File: src/rtl/spa_pkg.sv
package spa_pkg;

  typedef enum logic [1:0] {
    CycIdle,
    CycWait,
    CycActive,
    CycDone
  } cycState_t;

  typedef struct packed {
    logic capture;
    logic setVma;
    logic endCycle;
  } cycStrobe_t;

endpackage

File: src/rtl/spa_datapath.sv
module spa_datapath
  import spa_pkg::*;
#(
  parameter int LowClocks    = 6,
  parameter int HighClocks   = 4,
  parameter int CntW         = 4,
  parameter int PowerOnPhase = 0
) (
  input  logic       clk,
  input  logic       rstN,
  input  logic       readNotWrite,
  input  cycStrobe_t strobe,
  output logic       eOut,
  output logic       fallNext,
  output logic       vmaOut,
  output logic       ackOut,
  output logic       perRead
);

  localparam int Period = LowClocks + HighClocks;
  localparam logic [CntW-1:0] LastPhase = CntW'(Period - 1);
  localparam logic [CntW-1:0] FirstHigh = CntW'(LowClocks);
  localparam logic InitE = (PowerOnPhase >= LowClocks) && (PowerOnPhase < Period);

  // Free-running phase counter: no reset, arbitrary start, self-correcting
  logic [CntW-1:0] phaseCnt = CntW'(PowerOnPhase);
  logic [CntW-1:0] phaseNext;
  logic            eReg = InitE;

  always_comb begin
    if (phaseCnt >= LastPhase) phaseNext = '0;
    else                       phaseNext = phaseCnt + 1'b1;
  end

  always_ff @(posedge clk) begin
    phaseCnt <= phaseNext;
    eReg     <= (phaseNext >= FirstHigh);
  end

  assign eOut     = eReg;
  assign fallNext = (phaseCnt == LastPhase);

  // Cycle outputs
  always_ff @(posedge clk or negedge rstN) begin
    if (!rstN) begin
      vmaOut  <= 1'b0;
      ackOut  <= 1'b0;
      perRead <= 1'b0;
    end else begin
      ackOut <= strobe.endCycle;
      if (strobe.capture) perRead <= readNotWrite;
      if (strobe.endCycle)    vmaOut <= 1'b0;
      else if (strobe.setVma) vmaOut <= 1'b1;
    end
  end

endmodule

File: src/rtl/spa_control.sv
module spa_control
  import spa_pkg::*;
(
  input  logic       clk,
  input  logic       rstN,
  input  logic       addrStrobe,
  input  logic       perDecode,
  input  logic       fallNext,
  output cycStrobe_t strobe
);

  cycState_t state, stateNext;

  always_comb begin
    stateNext = state;
    strobe    = '0;
    unique case (state)
      CycIdle: begin
        if (addrStrobe && perDecode) begin
          strobe.capture = 1'b1;
          if (fallNext) begin
            strobe.setVma = 1'b1;
            stateNext     = CycActive;
          end else begin
            stateNext = CycWait;
          end
        end
      end
      CycWait: begin
        if (!addrStrobe) begin
          stateNext = CycIdle;
        end else if (fallNext) begin
          strobe.setVma = 1'b1;
          stateNext     = CycActive;
        end
      end
      CycActive: begin
        if (fallNext) begin
          strobe.endCycle = 1'b1;
          stateNext       = CycDone;
        end
      end
      CycDone: begin
        if (!addrStrobe) stateNext = CycIdle;
      end
      default: stateNext = CycIdle;
    endcase
  end

  always_ff @(posedge clk or negedge rstN) begin
    if (!rstN) state <= CycIdle;
    else       state <= stateNext;
  end

endmodule

File: src/rtl/sync_periph_adapter.sv
module sync_periph_adapter
  import spa_pkg::*;
#(
  parameter int LowClocks    = 6,
  parameter int HighClocks   = 4,
  parameter int PowerOnPhase = 0
) (
  input  logic clk,
  input  logic rstN,
  input  logic addrStrobe,
  input  logic readNotWrite,
  input  logic perDecode,
  output logic eOut,
  output logic vmaOut,
  output logic ackOut,
  output logic perRead
);

  localparam int Period = LowClocks + HighClocks;
  localparam int CntW   = (Period > 1) ? $clog2(Period) : 1;

  cycStrobe_t strobe;
  logic       fallNext;

  spa_control u_control (
    .clk       (clk),
    .rstN      (rstN),
    .addrStrobe(addrStrobe),
    .perDecode (perDecode),
    .fallNext  (fallNext),
    .strobe    (strobe)
  );

  spa_datapath #(
    .LowClocks   (LowClocks),
    .HighClocks  (HighClocks),
    .CntW        (CntW),
    .PowerOnPhase(PowerOnPhase)
  ) u_datapath (
    .clk         (clk),
    .rstN        (rstN),
    .readNotWrite(readNotWrite),
    .strobe      (strobe),
    .eOut        (eOut),
    .fallNext    (fallNext),
    .vmaOut      (vmaOut),
    .ackOut      (ackOut),
    .perRead     (perRead)
  );

endmodule

File: config.mk
export PLATFORM = sky130hd
export DESIGN_NAME = sync_periph_adapter
export DESIGN_NICKNAME = d
export VERILOG_FILES = /design/src/rtl/spa_pkg.sv /design/src/rtl/spa_datapath.sv /design/src/rtl/spa_control.sv /design/src/rtl/sync_periph_adapter.sv
export SDC_FILE = /design/constraint.sdc
export NUM_CORES = 1
export LEC_CHECK = 0
export ABC_CLOCK_PERIOD_IN_PS = 1600
export BUFFER_PORTS_ARGS = -buffer_cell sky130_fd_sc_hd__buf_2
export CAP_MARGIN = 20
export CORE_AREA = 8 8 45 47
export CTS_CLUSTER_DIAMETER = 50
export DETAILED_ROUTE_END_ITERATION = 8
export DIE_AREA = 0 0 53 55
export MAX_ROUTING_LAYER = met4
export SLEW_MARGIN = 0
export SYNTH_ARGS = -nofsm -noshare
export SYNTH_HDL_FRONTEND = slang
export SYNTH_SLANG_ARGS = --single-unit
File: constraint.sdc
create_clock -name clk -period 1.6 [get_ports clk]
set_clock_uncertainty 0.05 [all_clocks]
set_input_delay 0.16 -clock clk [delete_from_list [all_inputs] [get_ports clk]]
set_output_delay 0.16 -clock clk [all_outputs]
set_load 0.005 [all_outputs]
### After elaboration in Yosys (flattened, before gate mapping)

Cells that the tools add are included.

* add/subtract/negate cells: 1
* order comparisons: 2
* equality and inequality tests: 8
* mux-type cells: 16
* reductions and logical operators: 4

Operators by type and width (count)
* 2-bit two-way mux: 7
* 2-bit case mux with 4 select lines: 1
* 1-bit two-way mux: 6
* 4-bit by 1-bit adder with 4-bit output (second input constant): 1
* 2-bit equality test (second input constant): 2
* 4-bit equality test (second input constant): 1
* 4-bit by 3-bit >= comparator with 1-bit output (second input constant): 1
* 4-bit >= comparator (second input constant): 1
* 4-bit two-way mux: 1
* 2-bit != test (second input constant): 2
* 4-bit AND reduction: 1
* 3-bit != test (second input constant): 1
* 2-bit by 1-bit equality test with 1-bit output (second input constant): 1
* 2-bit zero test: 1
* 2-bit by 1-bit != test with 1-bit output (second input constant): 1
* 1-bit case mux with 2 select lines: 1
* 2-bit nonzero test: 1
* 1-bit logical AND: 1

* register bits: 10
* input bits: 5
* output and inout bits: 4
* word-level logic and storage cells: 37

### Longest topological paths before layout

Gate-level depths: netlist of the first run.

* depth after elaboration: 6
* gate-level depth with buffers: 5
* depth with buffers taken out: 5

### Modules after synthesis

Synthesis of the first run repeated with hierarchy kept, for this count alone.

* cells, all modules: 46
* area, all modules: 465.4 sq um

By module, submodules not included
* spa_datapath: times used 1, cells each 31, area an instance 337.8 sq um, seq. area each 175.2 sq um
* spa_control: times used 1, cells each 15, area an instance 127.6 sq um, seq. area each 50.0 sq um

### Worst setup path after synthesis of the first run

OpenSTA, ideal clock, no wires.

* kind: register to register
* from: register u_datapath.phaseCnt[0]
* to: register u_datapath.eReg (netlist: u_datapath.eOut)
* arrival time: 1.079 ns
* setup slack: 0.351 ns
* stages on the path, launching flop included: 5
* buffers on the path: 0
* clock period less this slack: 1.249 ns
* cells stage by stage: dfxtp_1 -> inv_1 -> ha_1 -> nor3b_1 -> a211o_2

* cells in the longest elaborated chain, start to end: 3
* elaborated cells on any way between the ends: 4
* classes of those cells: 1 x add/sub; 2 x order compare; 1 x mux

Ends and longest elaborated chain
* start, declared: RTL line spa_datapath.sv:26 `logic [CntW-1:0] phaseCnt = CntW'(PowerOnPhase);`
* start signal, assigned: RTL line spa_datapath.sv:36 `phaseCnt <= phaseNext;`
* 4-bit by 1-bit adder with 4-bit output / 4-bit >= comparator (equally long branches): RTL line spa_datapath.sv:32, spa_datapath.sv:31
* 4-bit two-way mux *: RTL line spa_datapath.sv:31 `if (phaseCnt >= LastPhase) phaseNext = '0;`
* 4-bit by 3-bit >= comparator with 1-bit output *: RTL line spa_datapath.sv:37 `eReg <= (phaseNext >= FirstHigh);`
* end signal, assigned: RTL line spa_datapath.sv:37
* end, declared: RTL line spa_datapath.sv:28 `logic eReg = InitE;`

Mark *: on every way between the ends. The rest lies on a longest branch, timed or not.
A chain may end at the register's enable or synchronous reset.

### Worst setup path in the final report of the first run

Ends and elaborated chain as after synthesis.

==> out/metrics.cfg, run 1 <==
[synthesis]
netlist_instances=43
synth_cell_types=25
synth_async_sr_flop_share_pct=50.0
postSynthRegisterBits=10
synth-seq-area-share_pct=47.6
synth_area_per_cell_sq_um=11.0
synth_edf_count=0
synth_warnings=0
synthFlopType=sky130_fd_sc_hd__dfxtp_1
synthesis.nets=51
synth.cell_area_sq_um=473

[placed_design]
hpwl_um=643
place.detailed.instances=67
dpl_worst_slack_ps=277
placement.cell_area_sq_um=533
routability_driven_placement_congestion_ratio=0.747
io_buffers=8

[worst_setup_path]
critical_path.n_buffers_inverters=1
critPathLaunchType=register
critPathMaxFanout=5
worstPathCellList=inv_1, ha_1, nor3b_1, a211o_2
worst_path_max_delay_cell=sky130_fd_sc_hd__dfxtp_1
kind_of_cell_adding_the_most_delay_to_the_critical_path=flip-flops
timing.reg2reg.setup_slack_ps=280
worstSetupEndpointType=register
critPathKind=reg2reg
cp_data_arrival_time_ps=1420
worst_path_largest_cell_delay_ps=390
critPathRequiredTime_ps=1690

[hold_path]
holdCritPathClass=in2reg

[timing]
setup_viol_count_final=0
max_slew_margin_pct=72.5
period_share_pct=82.7
tightestPinTransition_ps=412
maximum_achievable_frequency_mhz=756
setup_slack_ps=277
finalWorstPathRequiredPeriod_ps=1320
maxSlewViolCount=0
finalHoldViolations=0
totalNegativeSetupSlack_ps=0
grt_setup_unrepaired=false

[global_routing]
grt_max_degree=9
total_overflow_reported_by_the_global_router=0
first_global_vias=350
gr-usage-all-layers_pct=6.74
antenna_violations_before_repair=0
first_pass_grt_wire_length_mm=1.39

[finish]
layout-drive-gt1-share_pct=28.6
final_design_area_no_fill_sq_um=569
nNetsFinal=65
finalCoreUtilization_pct=41.1
final_cells=72
p_r_area_growth_vs_syn_pct=20.4
diodes=0

[floorplanning]
initial_utilization_pct=34.2
core.rowCount=14
floorplan.die.width_um=53
io_pins=9
area_of_the_placeable_core_sq_mm=0.00138
die-area_sq_mm=0.00292
die-height_um=55

[power]
power.static_leakage_nw=0.278
ir_drop_mv=0.565
power_density_mw_per_mm2=1220

[cts]
cts_buffer_depth=2
cts-resized-gates=0
tritoncts=yes
cts.root.buffer_cell=sky130_fd_sc_hd__clkbuf_4
clock_sinks=10
h_tree_depth=1
clkLatencyLatePin_ps=260
cts.reportedPaths.clkPinSlew_ps=70
cts_made_buffers=3

[job]
timing.max_cap.violations=0

[routing]
post-route-drc-count=0
postRouteWirelength_um=809
detailroute.via_count=345
via_density_per_instance=4.79
drt-wirelength-per-cell_um=11.2
detailedRoute.firstIterationViolations=2
ant_nets=0
drtPass1Iterations=4

[status]
run_status=completed

[cell families after synthesis]
kind of cell               share of synthesized area, %
and+or+nand+nor                                    21.4
AOI/OAI and AO/OA                                  17.2
DFF                                                47.6
adders and majority gates                          7.94
buffers and inverters                              1.59
xor gates and xnor gates                           1.85
muxes                                              2.38
[routing by layer]
metal	track usage, %	wire length [um]	vias to the layer above
li1	-	-	179
met1	6.17	361	156
met2	10.9	364	8
met3	5.35	77	2
met4	1.29	6	0
met5	-	0	-
[path summary, 6_finish.rpt]
check | startpoint | end | cells after the start
setup / recovery | u_datapath.phaseCnt[0] | u_datapath.eOut | 4
hold / removal | readNotWrite | u_datapath.perRead | 2
setup reg to reg | u_datapath.phaseCnt[0] | u_datapath.eOut | 4
hold reg to reg | u_datapath.perRead | u_datapath.perRead | 1
max in group asynchronous | rstN | u_control.state[0] | 2
min in group asynchronous | rstN | u_datapath.perRead | 2
[power breakdown]
part	total, mW	switching [mW]	leakage (nW)	internal (mW)
logic	0.160	0.0617	0.162	0.0983
clock network	0.176	0.0799	0.0150	0.0960
registers	0.360	0.0482	0.101	0.311
[cell usage after synthesis (2+ instances only)]
| library cell | n | share of area (%) |
|---|---|---|
| sky130_fd_sc_hd__nor2b_1 | 2 | 2.6 |
| sky130_fd_sc_hd__nor2_1 | 3 | 2.4 |
| sky130_fd_sc_hd__nand2_1 | 2 | 1.6 |
| sky130_fd_sc_hd__dfxtp_1 | 5 | 21 |
| sky130_fd_sc_hd__o21ai_0 | 3 | 3.2 |
| sky130_fd_sc_hd__inv_1 | 2 | 1.6 |
| sky130_fd_sc_hd__nor3b_1 | 2 | 3.2 |
| sky130_fd_sc_hd__dfrtp_1 | 5 | 26 |
| sky130_fd_sc_hd__ha_1 | 3 | 7.9 |
[sequential cells by signal (all words and copies together), names as in the netlist]
signal / flops
u_control.state: 2
u_datapath.ackOut: 1
u_datapath.eOut: 1
u_datapath.perRead: 1
u_datapath.phaseCnt: 4
u_datapath.vmaOut: 1
[cell usage in the layout (no fill, tap or decap), types with 2 or more instances in the layout]
cell type / instances
sky130_fd_sc_hd__buf_2: 8
sky130_fd_sc_hd__inv_1: 2
sky130_fd_sc_hd__nand2_1: 2
sky130_fd_sc_hd__dfrtp_1: 5
sky130_fd_sc_hd__nor3b_1: 2
sky130_fd_sc_hd__nor2b_1: 2
sky130_fd_sc_hd__ha_1: 3
sky130_fd_sc_hd__clkbuf_4: 3
sky130_fd_sc_hd__nor2_1: 3
sky130_fd_sc_hd__o21ai_0: 3
sky130_fd_sc_hd__dfxtp_1: 5
[area by class of cell]
cell class | count | area, sq um
clock buffer | 4 | 26.3
multi-input combinational | 31 | 240
inverter | 2 | 7.51
fill | 146 | 815
sequential | 10 | 225
tap | 16 | 20.0
timing repair buffer | 9 | 50.0
[per-stage QoR]
stage / hold WS (ps) / power (mW)
final: 78.5 / 0.696
after global routing: 68.9 / 0.747
after CTS: 68.9 / 0.710
after detailed placement: -66.4 / 0.529
after global placement: -67.5 / 0.524
after floorplan: -186 / 0.460
[timing repair]
item                                   CTS  global route
hold buffers                             1             0
endpoints found under the hold margin    5             0
buffers inserted                         0             0
Power figures use the tool's default switching activity.
==> run 2, diff against run 1 <==
ABC_CLOCK_PERIOD_IN_PS = 1300   (was 1600)
clock period = 1.3 ns   (was 1.6 ns; I/O delays follow)
==> run 2 against run 1 <==
  * Maximum frequency is 3.4% higher
  * Clock-buffer cell count unchanged
  * Sequential cell count stayed put
  * Highest routed layer is now met3
  * First-iteration DRC count down 100%
  * Register-to-register slack worse by 260 ps
  * Via count is 4.9% higher
  * Critical endpoint is now u_datapath.phaseCnt[1]
  * Final cell count is 1.4% higher
  * Clock power up 24%
  * Critical path type unchanged
  * Sequential power is 20% higher
  * Sequential share of layout area down 1.7 points
  * Total power is 27% higher
==> out/metrics.cfg, run 2 (synthesized netlist as in run 1, its figures left out) <==
[status]
run_status=completed

[timing]
maximum_achievable_frequency_mhz=782
finalHoldViolations=0
maxSlewViolCount=0
period_share_pct=98.4
finalWorstPathRequiredPeriod_ps=1280
tightestPinTransition_ps=305
grt_setup_unrepaired=true
setup_viol_count_final=0
max_slew_margin_pct=79.6
setup_slack_ps=20.5

[cts]
h_tree_depth=1
cts_made_buffers=3
cts.root.buffer_cell=sky130_fd_sc_hd__clkbuf_4
clkLatencyLatePin_ps=260
clock_sinks=10
tritoncts=yes
cts_buffer_depth=2
cts_setup_buffers=0
cts.reportedPaths.clkPinSlew_ps=70

[worst_setup_path]
worst_r2r_end=u_datapath.phaseCnt[1]
timing.reg2reg.setup_slack_ps=20
critPathMaxFanout=3
timing.reg2reg.worst_path_depth=4
worst_path_largest_cell_delay_ps=380
rr_startpoint=u_datapath.phaseCnt[1]
kind_of_cell_adding_the_most_delay_to_the_critical_path=simple AND/OR/NAND/NOR gates
critPathRequiredTime_ps=1430
depth_of_the_critical_timing_path_with_buffers_and_inverters_included=4
worst_path_max_delay_cell=sky130_fd_sc_hd__or3b_1
critPathKind=reg2reg
critPathLaunchType=register
cp_data_arrival_time_ps=1410
critical_path.n_buffers_inverters=1
worstSetupEndpointType=register
crit_path_start=u_datapath.phaseCnt[1]
setup.worst_path.end=u_datapath.phaseCnt[1]
worstPathCellList=inv_1, ha_2, or3b_1, a21boi_1

[routing]
drt-wirelength-per-cell_um=13.0
ant_nets=0
via_density_per_instance=4.96
detailroute.via_count=362
detailedRoute.firstIterationViolations=0
postRouteWirelength_um=952
post-route-drc-count=0
drtPass1Iterations=1

[global_routing]
grt_max_degree=9
total_overflow_reported_by_the_global_router=0
first_global_vias=351
gr-usage-all-layers_pct=7.19
antenna_violations_before_repair=0
first_pass_grt_wire_length_mm=1.44

[job]
timing.max_cap.violations=0

[floorplanning]
die-area_sq_mm=0.00292
core.rowCount=14
area_of_the_placeable_core_sq_mm=0.00138
die-height_um=55
initial_utilization_pct=34.2
io_pins=9
floorplan.die.width_um=53

[power]
power.net_switching_mw=0.246
cell_internal_pwr_mw=0.638
power.clock.fraction_pct=24.8
ir_drop_mv=0.707
swShare_pct=27.8
pwr-share-comb_pct=26.2
power_density_mw_per_mm2=1450
power.static_leakage_nw=0.323
power_frac_seq_pct=49.0

[finish]
layout.filler_cells=142
layout_top_registers=u_datapath.phaseCnt (4), u_control.state (2)
nNetsFinal=66
seqCellArea_sq_um=230
p_r_area_growth_vs_syn_pct=28.6
finalCoreUtilization_pct=43.9
diodes=0
flip_flop_count_of_the_largest_register_all_copies_and_words_added=4
most-common-layout-cells=8 x sky130_fd_sc_hd__buf_2, 5 x sky130_fd_sc_hd__dfrtp_1, 3 x sky130_fd_sc_hd__nor2_1, 3 x sky130_fd_sc_hd__clkbuf_4, 3 x sky130_fd_sc_hd__dfxtp_1
largest_register=u_datapath.phaseCnt
most_frequent_standard_cell_in_the_layout_excluding_fill_and_tap_cells=sky130_fd_sc_hd__buf_2
layout-drive-gt1-share_pct=40.4
multi_input_comb_area_sq_um=267

[placed_design]
io_buffers=8
routability_driven_placement_congestion_ratio=0.745
dpl_worst_slack_ps=-22.3
hpwl_um=693

[hold_path]
holdCritPathClass=in2reg

-- run 2: per-layer routing --
| layer | wire [um] | up-vias | GRT usage, % |
|---|---|---|---|
| li1 | - | 180 | - |
| met1 | 355 | 172 | 6.17 |
| met2 | 496 | 10 | 12.1 |
| met3 | 100 | 0 | 5.08 |
| met4 | 0 | 0 | 2.59 |
| met5 | 0 | - | - |
-- run 2: what timing repair did --
item,4_1_cts,5_1_grt
cloned,0,0
hold buffers,1,0
endpoints found under the hold margin,5,0
gates resized for setup,2,8
pin swaps,0,0
endpoints found under the setup margin,2,6
-- run 2: power by group through the flow --
stage               clock [mW]  sequential (mW)  combinational [mW]
floorplan                    0            0.446               0.120
global placement             0            0.438               0.226
detailed placement           0            0.442               0.233
CTS                      0.231            0.436               0.236
global route             0.240            0.444               0.261
finish                   0.219            0.433               0.232
-- run 2: how the worst min path moves through the flow --
stage | to | startpoint | slack [ps] | cells past startpoint
floorplan | u_control.state[0] | rstN | -220 | 0
global placement | u_datapath.perRead | rstN | -100 | 1
detailed placement | u_datapath.perRead | rstN | -100 | 1
CTS | u_datapath.perRead | readNotWrite | 30 | 2
global route | u_datapath.perRead | readNotWrite | 40 | 2
finish | u_datapath.perRead | readNotWrite | 30 | 2
-- run 2: worst register-to-register path: stages, from the launching register on --
cell and delay (ps):
sky130_fd_sc_hd__dfxtp_2 330, sky130_fd_sc_hd__inv_1 70, sky130_fd_sc_hd__ha_2 210, sky130_fd_sc_hd__or3b_1 380, sky130_fd_sc_hd__a21boi_1 160
-- run 2: final cells by class --
class / instances / share of cell area, %
well taps: 16 / 3.29
clock buffers: 4 / 4.32
multi-input cells: 31 / 43.8
inverters: 2 / 1.23
flip-flops and latches: 10 / 37.9
repair buffers: 10 / 9.47
-- run 2: metrics by stage --
stage	instance area [sq um]	std cells	setup TNS [ps]	hold WS, ps	power (mW)
2_1_floorplan	473	43	0	-216	0.566
3_3_place_gp	541	68	-25.5	-97.7	0.664
3_5_place_dp	541	68	-28.8	-101	0.675
4_1_cts	578	73	0	30.0	0.903
5_1_grt	608	73	-54.8	40.6	0.945
6_report	608	73	0	34.4	0.884
==> run 3, diff against run 2 <==
BUFFER_PORTS_ARGS = default   (was -buffer_cell sky130_fd_sc_hd__buf_2)
DONT_BUFFER_PORTS = 1   (was default)
==> run 3 against run 2 <==
  * Combinational power shrank 26%
  * Maximum frequency grew 2.0%
  * Critical path depth is the same
  * Routed wire length shrank 13%
  * Total power shrank 5.1%
  * Highest routed layer unchanged
  * Sequential power grew 4%
  * Die area is the same
  * Sequential share of layout area grew 1.2 points
  * Register-to-register slack gained 20 ps
  * Hold slack gained 18 ps
  * Sequential cell count is the same
==> out/metrics.cfg, run 3 (synthesized netlist as in run 1, its figures left out) <==
[status]
run_status=completed

[global_routing]
grt_max_degree=9
first_global_vias=335
antenna_violations_before_repair=0
first_pass_grt_wire_length_mm=1.37
total_overflow_reported_by_the_global_router=0
gr-usage-all-layers_pct=6.80

[worst_setup_path]
timing.reg2reg.worst_path_depth=4
critical_path.n_buffers_inverters=1
critPathRequiredTime_ps=1400
worst_path_largest_cell_delay_ps=350
worstSetupEndpointType=register
timing.reg2reg.setup_slack_ps=50
critPathKind=reg2reg
worst_path_max_delay_cell=sky130_fd_sc_hd__dfxtp_2
rr_startpoint=u_datapath.phaseCnt[0]
cp_data_arrival_time_ps=1350
worst_r2r_end=u_datapath.eOut
critPathLaunchType=register
kind_of_cell_adding_the_most_delay_to_the_critical_path=flip-flops
worstPathCellList=inv_1, ha_1, nor3b_2, a211o_2
critPathMaxFanout=4

[routing]
detailedRoute.firstIterationViolations=4
detailroute.via_count=343
drtPass1Iterations=3
post-route-drc-count=0
drt-wirelength-per-cell_um=12.2
postRouteWirelength_um=828
via_density_per_instance=5.04
ant_nets=0

[cts]
cts_setup_buffers=0
cts_made_buffers=3
h_tree_depth=1
clkLatencyLatePin_ps=260
cts.reportedPaths.clkPinSlew_ps=70
clock_sinks=10
cts_buffer_depth=2
tritoncts=yes
cts.root.buffer_cell=sky130_fd_sc_hd__clkbuf_4

[timing]
setup_viol_count_final=0
tightestPinTransition_ps=304
maximum_achievable_frequency_mhz=797
finalHoldViolations=0
max_slew_margin_pct=79.7
finalWorstPathRequiredPeriod_ps=1250
grt_setup_unrepaired=true
period_share_pct=96.5
maxSlewViolCount=0

[floorplanning]
core.rowCount=14
area_of_the_placeable_core_sq_mm=0.00138
die-height_um=55
initial_utilization_pct=34.2
io_pins=9
floorplan.die.width_um=53
die-area_sq_mm=0.00292

[finish]
final_design_area_no_fill_sq_um=583
nNetsFinal=61
largest_register=u_datapath.phaseCnt
flip_flop_count_of_the_largest_register_all_copies_and_words_added=4
layout-drive-gt1-share_pct=26.9
finalCoreUtilization_pct=42.1
most_frequent_standard_cell_in_the_layout_excluding_fill_and_tap_cells=sky130_fd_sc_hd__dfrtp_1
layout_top_registers=u_datapath.phaseCnt (4), u_control.state (2)
p_r_area_growth_vs_syn_pct=23.3
diodes=0

[power]
power.static_leakage_nw=0.304
ir_drop_mv=0.512
swShare_pct=27.2
power_frac_seq_pct=53.6
power_density_mw_per_mm2=1440
power.clock.fraction_pct=26.0
cell_internal_pwr_mw=0.610
pwr-share-comb_pct=20.4
power_mw=0.838
power.net_switching_mw=0.228

[placed_design]
routability_driven_placement_congestion_ratio=0.714
io_buffers=0
placement.cell_area_sq_um=508

[hold_path]
holdPathStages=2
min-delay-start=addrStrobe
hold-path-endpoint=u_control.state[0]
holdCritPathClass=in2reg

[job]
timing.max_cap.violations=0

-- run 3: changes by cell type in the layout (fill, tap and decap cells not counted) --
cell / delta
sky130_fd_sc_hd__buf_4: +1
sky130_fd_sc_hd__ha_2: -1
sky130_fd_sc_hd__xnor2_2: -1
sky130_fd_sc_hd__dfxtp_2: +1
sky130_fd_sc_hd__dfxtp_4: -1
sky130_fd_sc_hd__o21ai_1: -1
sky130_fd_sc_hd__dlygate4sd3_1: +2
sky130_fd_sc_hd__o21ai_0: +1
sky130_fd_sc_hd__buf_2: -8
sky130_fd_sc_hd__ha_1: +1
sky130_fd_sc_hd__xnor2_1: +1
-- run 3: final cells by class --
cell class	instances	area, sq um
multi-input cells	31	256
flip-flops and latches	10	228
fillers	136	801
clock buffers	4	26.3
inverters	2	7.51
repair buffers	5	45.0
well taps	16	20.0
-- run 3: worst max path at each step --
stage | end | slack, ps | cells after the start | start
finish | u_datapath.eOut | 50 | 4 | u_datapath.phaseCnt[0]
global route | u_datapath.eOut | -8 | 4 | u_datapath.phaseCnt[0]
CTS | u_datapath.eOut | -4 | 4 | u_datapath.phaseCnt[0]
detailed placement | u_datapath.phaseCnt[1] | -4 | 4 | u_datapath.phaseCnt[1]
global placement | u_datapath.phaseCnt[1] | -8 | 4 | u_datapath.phaseCnt[1]
floorplan | u_datapath.eOut | 50 | 4 | u_datapath.phaseCnt[0]
-- run 3: metrics by stage --
stage / setup WS, ps / instances / hold WS, ps / TNS (ps)
after floorplan: 51.1 / 43 / -216 / 0
after global placement: -7.55 / 61 / -215 / -7.55
after detailed placement: -4.15 / 61 / -215 / -4.15
after CTS: -4.36 / 68 / 44.0 / -4.36
after global routing: -8.24 / 68 / 50.5 / -8.24
final: 45.5 / 68 / 52.4 / 0
-- run 3: layer usage --
layer	wire length (um)	part of all wire [%]	global-route usage, %	vias up
li1	-	-	-	171
met1	366	44	6.64	164
met2	354	43	9.96	8
met3	108	13	3.74	0
met4	0	0	5.17	0
met5	0	0	-	-
-- run 3: power by group through the flow --
stage	registers (mW)	logic [mW]	clock network, mW
global route	0.460	0.193	0.249
CTS	0.452	0.176	0.234
detailed placement	0.458	0.166	0
global placement	0.458	0.160	0
floorplan	0.446	0.120	0
finish	0.450	0.171	0.218
-- run 3: timing repair --
action	in CTS	in global routing
resized for setup	3	3
endpoints found under the setup margin	4	5
hold endpoints to repair	7	0
hold buffers	3	0
